**src/rtl/irq_ack_pkg.sv**
```systemverilog
package irq_ack_pkg;
  localparam int DW = 8;
  localparam int AW = 2 * DW;
  localparam int TW = 3;
  localparam int IW = 3;

  typedef enum logic [1:0] {SRC_NMI = 2'd0, SRC_IM0 = 2'd1, SRC_IM1 = 2'd2, SRC_IM2 = 2'd3} src_e;
  typedef enum logic [2:0] {CK_IDLE = 3'd0, CK_ACK = 3'd1, CK_NMI = 3'd2,
                            CK_WR = 3'd3, CK_RD = 3'd4} kind_e;

  // length in T-states of machine cycle i of a sequence
  function automatic logic [TW-1:0] m_len(src_e s, logic [IW-1:0] i);
    if (i != '0) return 3'd3;
    case (s)
      SRC_NMI: return 3'd5;
      SRC_IM0: return 3'd6;
      default: return 3'd7;
    endcase
  endfunction

  function automatic kind_e m_kind(src_e s, logic [IW-1:0] i);
    if (i == '0) return (s == SRC_NMI) ? CK_NMI : CK_ACK;
    if (i < 3'd3) return CK_WR;
    return CK_RD;
  endfunction

  function automatic logic [IW-1:0] last_idx(src_e s);
    return (s == SRC_IM2) ? 3'd4 : 3'd2;
  endfunction
endpackage

```
**src/rtl/irq_flags.sv**
```systemverilog
module irq_flags
  import irq_ack_pkg::*;
(
  input  logic       clk,
  input  logic       rst,
  input  logic       ei_stb,
  input  logic       di_stb,
  input  logic       retn_stb,
  input  logic       im_stb,
  input  logic [1:0] im_code,
  input  logic       acc_int,
  input  logic       acc_nmi,
  output logic       iff1,
  output logic       iff2,
  output logic [1:0] im_mode
);
  always_ff @(posedge clk) begin
    if (rst) begin
      iff1    <= 1'b0;
      iff2    <= 1'b0;
      im_mode <= 2'd0;
    end else begin
      if (ei_stb) begin
        iff1 <= 1'b1;
        iff2 <= 1'b1;
      end
      if (di_stb) begin
        iff1 <= 1'b0;
        iff2 <= 1'b0;
      end
      if (retn_stb) iff1 <= iff2;
      if (im_stb) im_mode <= im_code[1] ? (im_code[0] ? 2'd2 : 2'd1) : 2'd0;
      // acceptance overrides commands seen in the same clock
      if (acc_int) begin
        iff1 <= 1'b0;
        iff2 <= 1'b0;
      end
      if (acc_nmi) iff1 <= 1'b0;
    end
  end
endmodule

```
**src/rtl/irq_nmi_latch.sv**
```systemverilog
module irq_nmi_latch (
  input  logic clk,
  input  logic rst,
  input  logic nmi_n,
  input  logic take,
  output logic pend
);
  logic nmi_q;
  logic fall;

  assign fall = nmi_q & ~nmi_n;

  always_ff @(posedge clk) begin
    if (rst) begin
      nmi_q <= 1'b1;
      pend  <= 1'b0;
    end else begin
      nmi_q <= nmi_n;
      pend  <= (pend & ~take) | fall;
    end
  end
endmodule

```
**src/rtl/irq_seq.sv**
```systemverilog
module irq_seq
  import irq_ack_pkg::*;
(
  input  logic          clk,
  input  logic          rst,
  input  logic          start,
  input  src_e          start_src,
  output logic          busy,
  output src_e          src,
  output logic [IW-1:0] idx,
  output logic [TW-1:0] tcnt,
  output logic          last_t,
  output logic          fin
);
  assign last_t = busy && (tcnt == m_len(src, idx));
  assign fin    = last_t && (idx == last_idx(src));

  always_ff @(posedge clk) begin
    if (rst) begin
      busy <= 1'b0;
      src  <= SRC_NMI;
      idx  <= '0;
      tcnt <= '0;
    end else if (!busy) begin
      if (start) begin
        busy <= 1'b1;
        src  <= start_src;
        idx  <= '0;
        tcnt <= 3'd1;
      end
    end else if (last_t) begin
      if (fin) begin
        busy <= 1'b0;
        tcnt <= '0;
        idx  <= '0;
      end else begin
        idx  <= idx + 3'd1;
        tcnt <= 3'd1;
      end
    end else begin
      tcnt <= tcnt + 3'd1;
    end
  end
endmodule

```
**src/rtl/irq_vec.sv**
```systemverilog
module irq_vec
  import irq_ack_pkg::*;
#(
  parameter logic [15:0] NMI_VEC = 16'h0066,
  parameter logic [15:0] RST_VEC = 16'h0038
) (
  input  logic          clk,
  input  logic          rst,
  input  logic          start,
  input  logic [DW-1:0] ireg,
  input  logic [AW-1:0] ret_pc,
  input  logic [DW-1:0] bus_in,
  input  src_e          src,
  input  kind_e         kind,
  input  logic [IW-1:0] idx,
  input  logic          last_t,
  input  logic          fin,
  output logic [DW-1:0] push_data,
  output logic [AW-1:0] vec_addr,
  output logic          done,
  output logic [AW-1:0] target_pc
);
  logic [AW-1:0] pc_q;
  logic [DW-1:0] ibase;
  logic [DW-1:0] ptr_lo;
  logic [DW-1:0] tgt_lo;
  logic [AW-1:0] nxt_tgt;

  assign push_data = (idx == 3'd1) ? pc_q[AW-1:DW] : pc_q[DW-1:0];
  assign vec_addr  = {ibase, ptr_lo} + {{(AW-1){1'b0}}, (idx == 3'd4)};

  always_comb begin
    case (src)
      SRC_NMI: nxt_tgt = NMI_VEC;
      SRC_IM1: nxt_tgt = RST_VEC;
      SRC_IM0: nxt_tgt = {{DW{1'b0}}, ptr_lo & 8'h38};
      default: nxt_tgt = {bus_in, tgt_lo};
    endcase
  end

  always_ff @(posedge clk) begin
    if (rst) begin
      pc_q      <= '0;
      ibase     <= '0;
      ptr_lo    <= '0;
      tgt_lo    <= '0;
      done      <= 1'b0;
      target_pc <= '0;
    end else begin
      done <= fin;
      if (start) begin
        pc_q  <= ret_pc;
        ibase <= ireg;
      end
      if (last_t && kind == CK_ACK) ptr_lo <= bus_in;
      if (last_t && kind == CK_RD && idx == 3'd3) tgt_lo <= bus_in;
      if (fin) target_pc <= nxt_tgt;
    end
  end
endmodule

```
**src/rtl/irq_ack_seq.sv**
```systemverilog
module irq_ack_seq
  import irq_ack_pkg::*;
#(
  parameter logic [15:0] NMI_VEC = 16'h0066,
  parameter logic [15:0] RST_VEC = 16'h0038
) (
  input  logic          clk,
  input  logic          rst,
  input  logic          instr_end,
  input  logic          prefix_ixy,
  input  logic          ei_stb,
  input  logic          di_stb,
  input  logic          retn_stb,
  input  logic          im_stb,
  input  logic [1:0]    im_code,
  input  logic          int_n,
  input  logic          nmi_n,
  input  logic [7:0]    ireg,
  input  logic [15:0]   ret_pc,
  input  logic [7:0]    bus_in,
  output logic          busy,
  output logic [2:0]    cyc_kind,
  output logic [2:0]    t_state,
  output logic          push_stb,
  output logic [7:0]    push_data,
  output logic [15:0]   vec_addr,
  output logic          vec_rd_stb,
  output logic          done,
  output logic [15:0]   target_pc,
  output logic          iff1,
  output logic          iff2,
  output logic [1:0]    im_mode
);
  logic          nmi_pend;
  logic          bnd_ok;
  logic          acc_nmi;
  logic          acc_int;
  logic          acc_any;
  src_e          start_src;
  src_e          src;
  kind_e         kind;
  logic [IW-1:0] idx;
  logic [TW-1:0] tcnt;
  logic          last_t;
  logic          fin;

  assign bnd_ok  = instr_end && !prefix_ixy && !busy;
  assign acc_nmi = bnd_ok && nmi_pend;
  assign acc_int = bnd_ok && !nmi_pend && iff1 && !int_n && !ei_stb;
  assign acc_any = acc_nmi || acc_int;

  always_comb begin
    if (acc_nmi) start_src = SRC_NMI;
    else case (im_mode)
      2'd1:    start_src = SRC_IM1;
      2'd2:    start_src = SRC_IM2;
      default: start_src = SRC_IM0;
    endcase
  end

  irq_flags u_flags (
    .clk(clk), .rst(rst), .ei_stb(ei_stb), .di_stb(di_stb), .retn_stb(retn_stb),
    .im_stb(im_stb), .im_code(im_code), .acc_int(acc_int), .acc_nmi(acc_nmi),
    .iff1(iff1), .iff2(iff2), .im_mode(im_mode)
  );

  irq_nmi_latch u_nmi (
    .clk(clk), .rst(rst), .nmi_n(nmi_n), .take(acc_nmi), .pend(nmi_pend)
  );

  irq_seq u_seq (
    .clk(clk), .rst(rst), .start(acc_any), .start_src(start_src), .busy(busy),
    .src(src), .idx(idx), .tcnt(tcnt), .last_t(last_t), .fin(fin)
  );

  assign kind = busy ? m_kind(src, idx) : CK_IDLE;

  irq_vec #(.NMI_VEC(NMI_VEC), .RST_VEC(RST_VEC)) u_vec (
    .clk(clk), .rst(rst), .start(acc_any), .ireg(ireg), .ret_pc(ret_pc),
    .bus_in(bus_in), .src(src), .kind(kind), .idx(idx), .last_t(last_t), .fin(fin),
    .push_data(push_data), .vec_addr(vec_addr), .done(done), .target_pc(target_pc)
  );

  assign cyc_kind   = kind;
  assign t_state    = busy ? tcnt : 3'd0;
  assign push_stb   = last_t && (kind == CK_WR);
  assign vec_rd_stb = last_t && (kind == CK_RD);
endmodule

```
**config.mk**
```make
export PLATFORM = sky130hd
export DESIGN_NAME = irq_ack_seq
export DESIGN_NICKNAME = d
export VERILOG_FILES = /design/src/rtl/irq_ack_pkg.sv /design/src/rtl/irq_flags.sv /design/src/rtl/irq_nmi_latch.sv /design/src/rtl/irq_seq.sv /design/src/rtl/irq_vec.sv /design/src/rtl/irq_ack_seq.sv
export SDC_FILE = /design/constraint.sdc
export NUM_CORES = 1
export LEC_CHECK = 0
export ABC_AREA = 1
export CAP_MARGIN = 20
export CORE_UTILIZATION = 60
export CTS_CLUSTER_DIAMETER = 100
export CTS_CLUSTER_SIZE = 24
export DETAILED_ROUTE_END_ITERATION = 12
export DONT_BUFFER_PORTS = 1
export PLACE_DENSITY = 0.76
export REMOVE_ABC_BUFFERS = 1
export SYNTH_ARGS = -nofsm -noshare
export SYNTH_HDL_FRONTEND = slang
export SYNTH_SLANG_ARGS = --single-unit
```
**constraint.sdc**
```tcl
create_clock -name clk -period 3 [get_ports clk]
set_input_delay 0.6 -clock clk [delete_from_list [all_inputs] [get_ports clk]]
set_output_delay 0.6 -clock clk [all_outputs]
set_load 0.02 [all_outputs]
```
==> results.py <==
metrics = {
    "run_status": {
        "status": "finished, final reports clean",
    },
    "clock_network": {
        "clkLatencyLatePin_ns": 0.34,
        "clk_path_buf_depth": 2,
        "cts_sinks": 72,
        "cts_tree": "built",
        "clkTransAtPathRegs_ns": 0.07,
        "h-tree-depth": 3,
        "cts_made_buffers": 9,
        "clock-root-buffer": "clkbuf_8",
    },
    "timing": {
        "finClkSkew_ns": 0.00267,
        "fin_tns_setup_ns": 0,
        "hold_viol": 0,
        "finalSetupViolations": 0,
        "fmax_mhz": 336,
        "min_period_ns": 2.98,
        "finalCritPeriodShare_pct": 99.2,
        "rsz0062_at_grt": "true",
        "slew_headroom_pct": 61.2,
        "hold_ws_ns": 0.315,
        "drv_slew": 0,
        "tightest_slew_ns": 0.580,
    },
    "yosys": {
        "syn_area_per_cell_sq_um": 7.40,
        "synth_ff_type": "dfxtp_1",
        "syn_area_sq_mm": 0.00342,
        "yosysUniqueCellTypes": 33,
        "synth_top_area_share_pct": 42.2,
        "async_flop_share_pct": 0,
        "ys_seq_area_share_pct": 42.2,
        "yosysWarnings": 0,
        "syn_inst": 462,
        "synthTopCellsByCount": "nand2_1, nor2_1, dfxtp_1",
        "synth_edf_count": 0,
        "synth_most_common_cell": "nand2_1",
        "ys_ff_latch": 72,
        "synth.area.top_cells": "dfxtp_1, nand2_1, nor2_1",
        "synth_area_leader_cell": "dfxtp_1",
    },
    "worst_setup_path": {
        "cpMaxStageDelayCell": "dfxtp_2",
        "critical_path_required_ns": 2.40,
        "regToRegStartpoint": "u_seq.idx[1]",
        "cp_max_fo": 3,
        "start_kind": "flip-flop",
        "cp_common_cell": "nand2_2",
        "cp.arrival_ns": 2.38,
        "slowest_delay_ns": 0.33,
        "worstPathCellList": "inv_2 -> ha_4 -> nand2_2 -> inv_2 -> ha_4 -> nand3_4 -> nor3_4 -> nand2_2 -> nor3_4 -> nand2_2 -> nor2_2 -> xor2_1 -> buf_4",
        "end_kind": "primary output",
        "startpoint": "u_seq.idx[0]",
        "path_class": "flip-flop to primary output",
    },
    "placement": {
        "dp_hpwl_mm": 5.18,
        "dpl_cell_area_sq_mm": 0.00353,
        "numPortBuffers": 0,
        "dp_cells": 531,
        "gp_congestion": 0.791,
    },
    "global_route": {
        "antenna_found_initial": 0,
        "grt_pass1_vias": 2891,
        "track_usage_pct": 27.0,
        "grt_overflow": 0,
        "grt_max_degree": 37,
        "grt_pass1_wl_mm": 12.8,
    },
    "pwr": {
        "power.density_mw_per_mm2": 480,
        "power_uw": 1910,
        "irDropWorstVdd_mv": 0.344,
        "power_leakage_uw": 0.00190,
    },
    "floorplanning": {
        "num_io_pins": 98,
        "fp.dieArea_sq_mm": 0.00600,
        "dieHeight_um": 77.5,
        "rows": 27,
        "die_w_um": 77.5,
        "initial_utilization_pct": 62.1,
        "coreArea_sq_mm": 0.00551,
    },
    "route": {
        "final_antenna_net_count": 0,
        "finalWirelength_mm": 7.79,
        "drcViolationCount": 0,
        "via_per_inst": 5.36,
        "wl_per_cell_um": 13.9,
        "drt_iter0_drc": 178,
        "vias": 3008,
        "drt_first_pass_iters": 5,
    },
    "cells_and_area": {
        "stdcell_count": 561,
        "diodes": 0,
        "num-fill-cells": 460,
        "area_growth_pct": 16.2,
        "drive_above_1_share_pct": 18.6,
        "nNetsFinal": 536,
        "final_area_sq_mm": 0.00397,
    },
    "min_path": {
        "hp-class": "input pin to flip-flop",
        "min_from": "rst",
    },
    "flow_run": {
        "maxCapViolations": 0,
    },
}
-- flip-flops by register name (all words and copies together) (netlist names) --
name,cells
u_flags.iff2,1
u_nmi.pend,1
u_seq.busy,1
u_vec.pc_q,16
u_vec.target_pc,16
u_seq.src,2
u_nmi.nmi_q,1
u_vec.tgt_lo,8
u_vec.ptr_lo,8
u_vec.done,1
u_flags.im_mode,2
u_seq.tcnt,3
u_flags.iff1,1
u_seq.idx,3
u_vec.ibase,8
-- per-stage QoR --
stage                     util, %  setup WS, ns
after floorplan                 -         0.222
after global placement       64.2         0.153
after detailed placement     64.2       -0.0282
after CTS                    70.3       0.00264
after global routing         72.1        -0.115
final                        72.1        0.0227
-- path summary, 6_finish.rpt --
path / cells after the start / end / slack [ns]
max: 13 / vec_addr[13] / 0.02
min: 1 / u_seq.idx[0] / 0.32
max reg2reg: 10 / u_vec.tgt_lo[1] / 0.87
min reg2reg: 2 / u_vec.tgt_lo[7] / 0.46
-- critical path: cells and delay by family, from the launching register on --
family / cells / cell delay [ns]
XOR/XNOR: 1 / 0.15
adder cells (fa/ha/maj): 2 / 0.30
buffers and inverters: 3 / 0.30
flip-flops: 1 / 0.33
AND/OR/NAND/NOR: 7 / 0.96
-- routing by layer --
metal | track usage (%) | share of wire [%] | vias to the layer above
li1 | - | - | 1512
met1 | 32.8 | 43 | 1396
met2 | 44.6 | 50 | 91
met3 | 6.59 | 5.6 | 9
met4 | 13.0 | 1.4 | 0
met5 | 0 | 0 | -
-- layout by cell type (no fill, tap or decap), types with 2 or more instances in the layout --
cell,count
clkbuf_8,11
dfxtp_2,2
nand3b_1,9
nand3_1,22
nor3_4,2
ha_1,5
xnor2_1,3
nand3_4,4
a2111oi_0,2
clkinv_2,2
nand2_1,94
nand2_4,3
inv_1,45
clkbuf_1,2
inv_2,9
dfxtp_1,70
buf_4,25
nor2_1,68
mux2_2,8
xor2_1,12
ha_4,3
nor2_2,5
o21ai_0,35
a21oi_1,22
nor2_4,4
nand2_2,5
nor2_8,2
nor3_1,2
-- repair_timing --
item,in CTS,in global routing
hold buffers,0,0
resized for setup,18,15
endpoints found under the setup margin,7,5
buffers inserted,9,6
pin swaps,6,12
-- kinds of logic (layout without fill, tap and decap cells) --
| kind of cell | after synthesis | in the layout | synth area share (%) |
|---|---|---|---|
| flops | 72 | 72 | 42.2 |
| xor+xnor | 15 | 15 | 3.84 |
| mux | 8 | 8 | 2.64 |
| compound gates | 65 | 65 | 10.0 |
| fa+ha+maj | 8 | 8 | 2.93 |
| simple gates | 224 | 224 | 30.4 |
| buf+inv | 70 | 97 | 8.02 |
-- report_power, final --
group          internal (uW)  switching [uW]  total (uW)
sequential               979            21.6        1000
clock                    428             337         765
combinational           49.4            92.7         142
-- layout make-up --
class	count	area, sq um	area share [%]
multi-input combinational	320	1830	46.2
sequential	72	1440	36.4
inverter	55	206	5.20
timing repair buffer	26	199	5.01
clock buffer	13	159	4.00
tap	72	90.1	2.27
clock inverter	3	40.0	1.01
(Power assumes the default switching activity.)
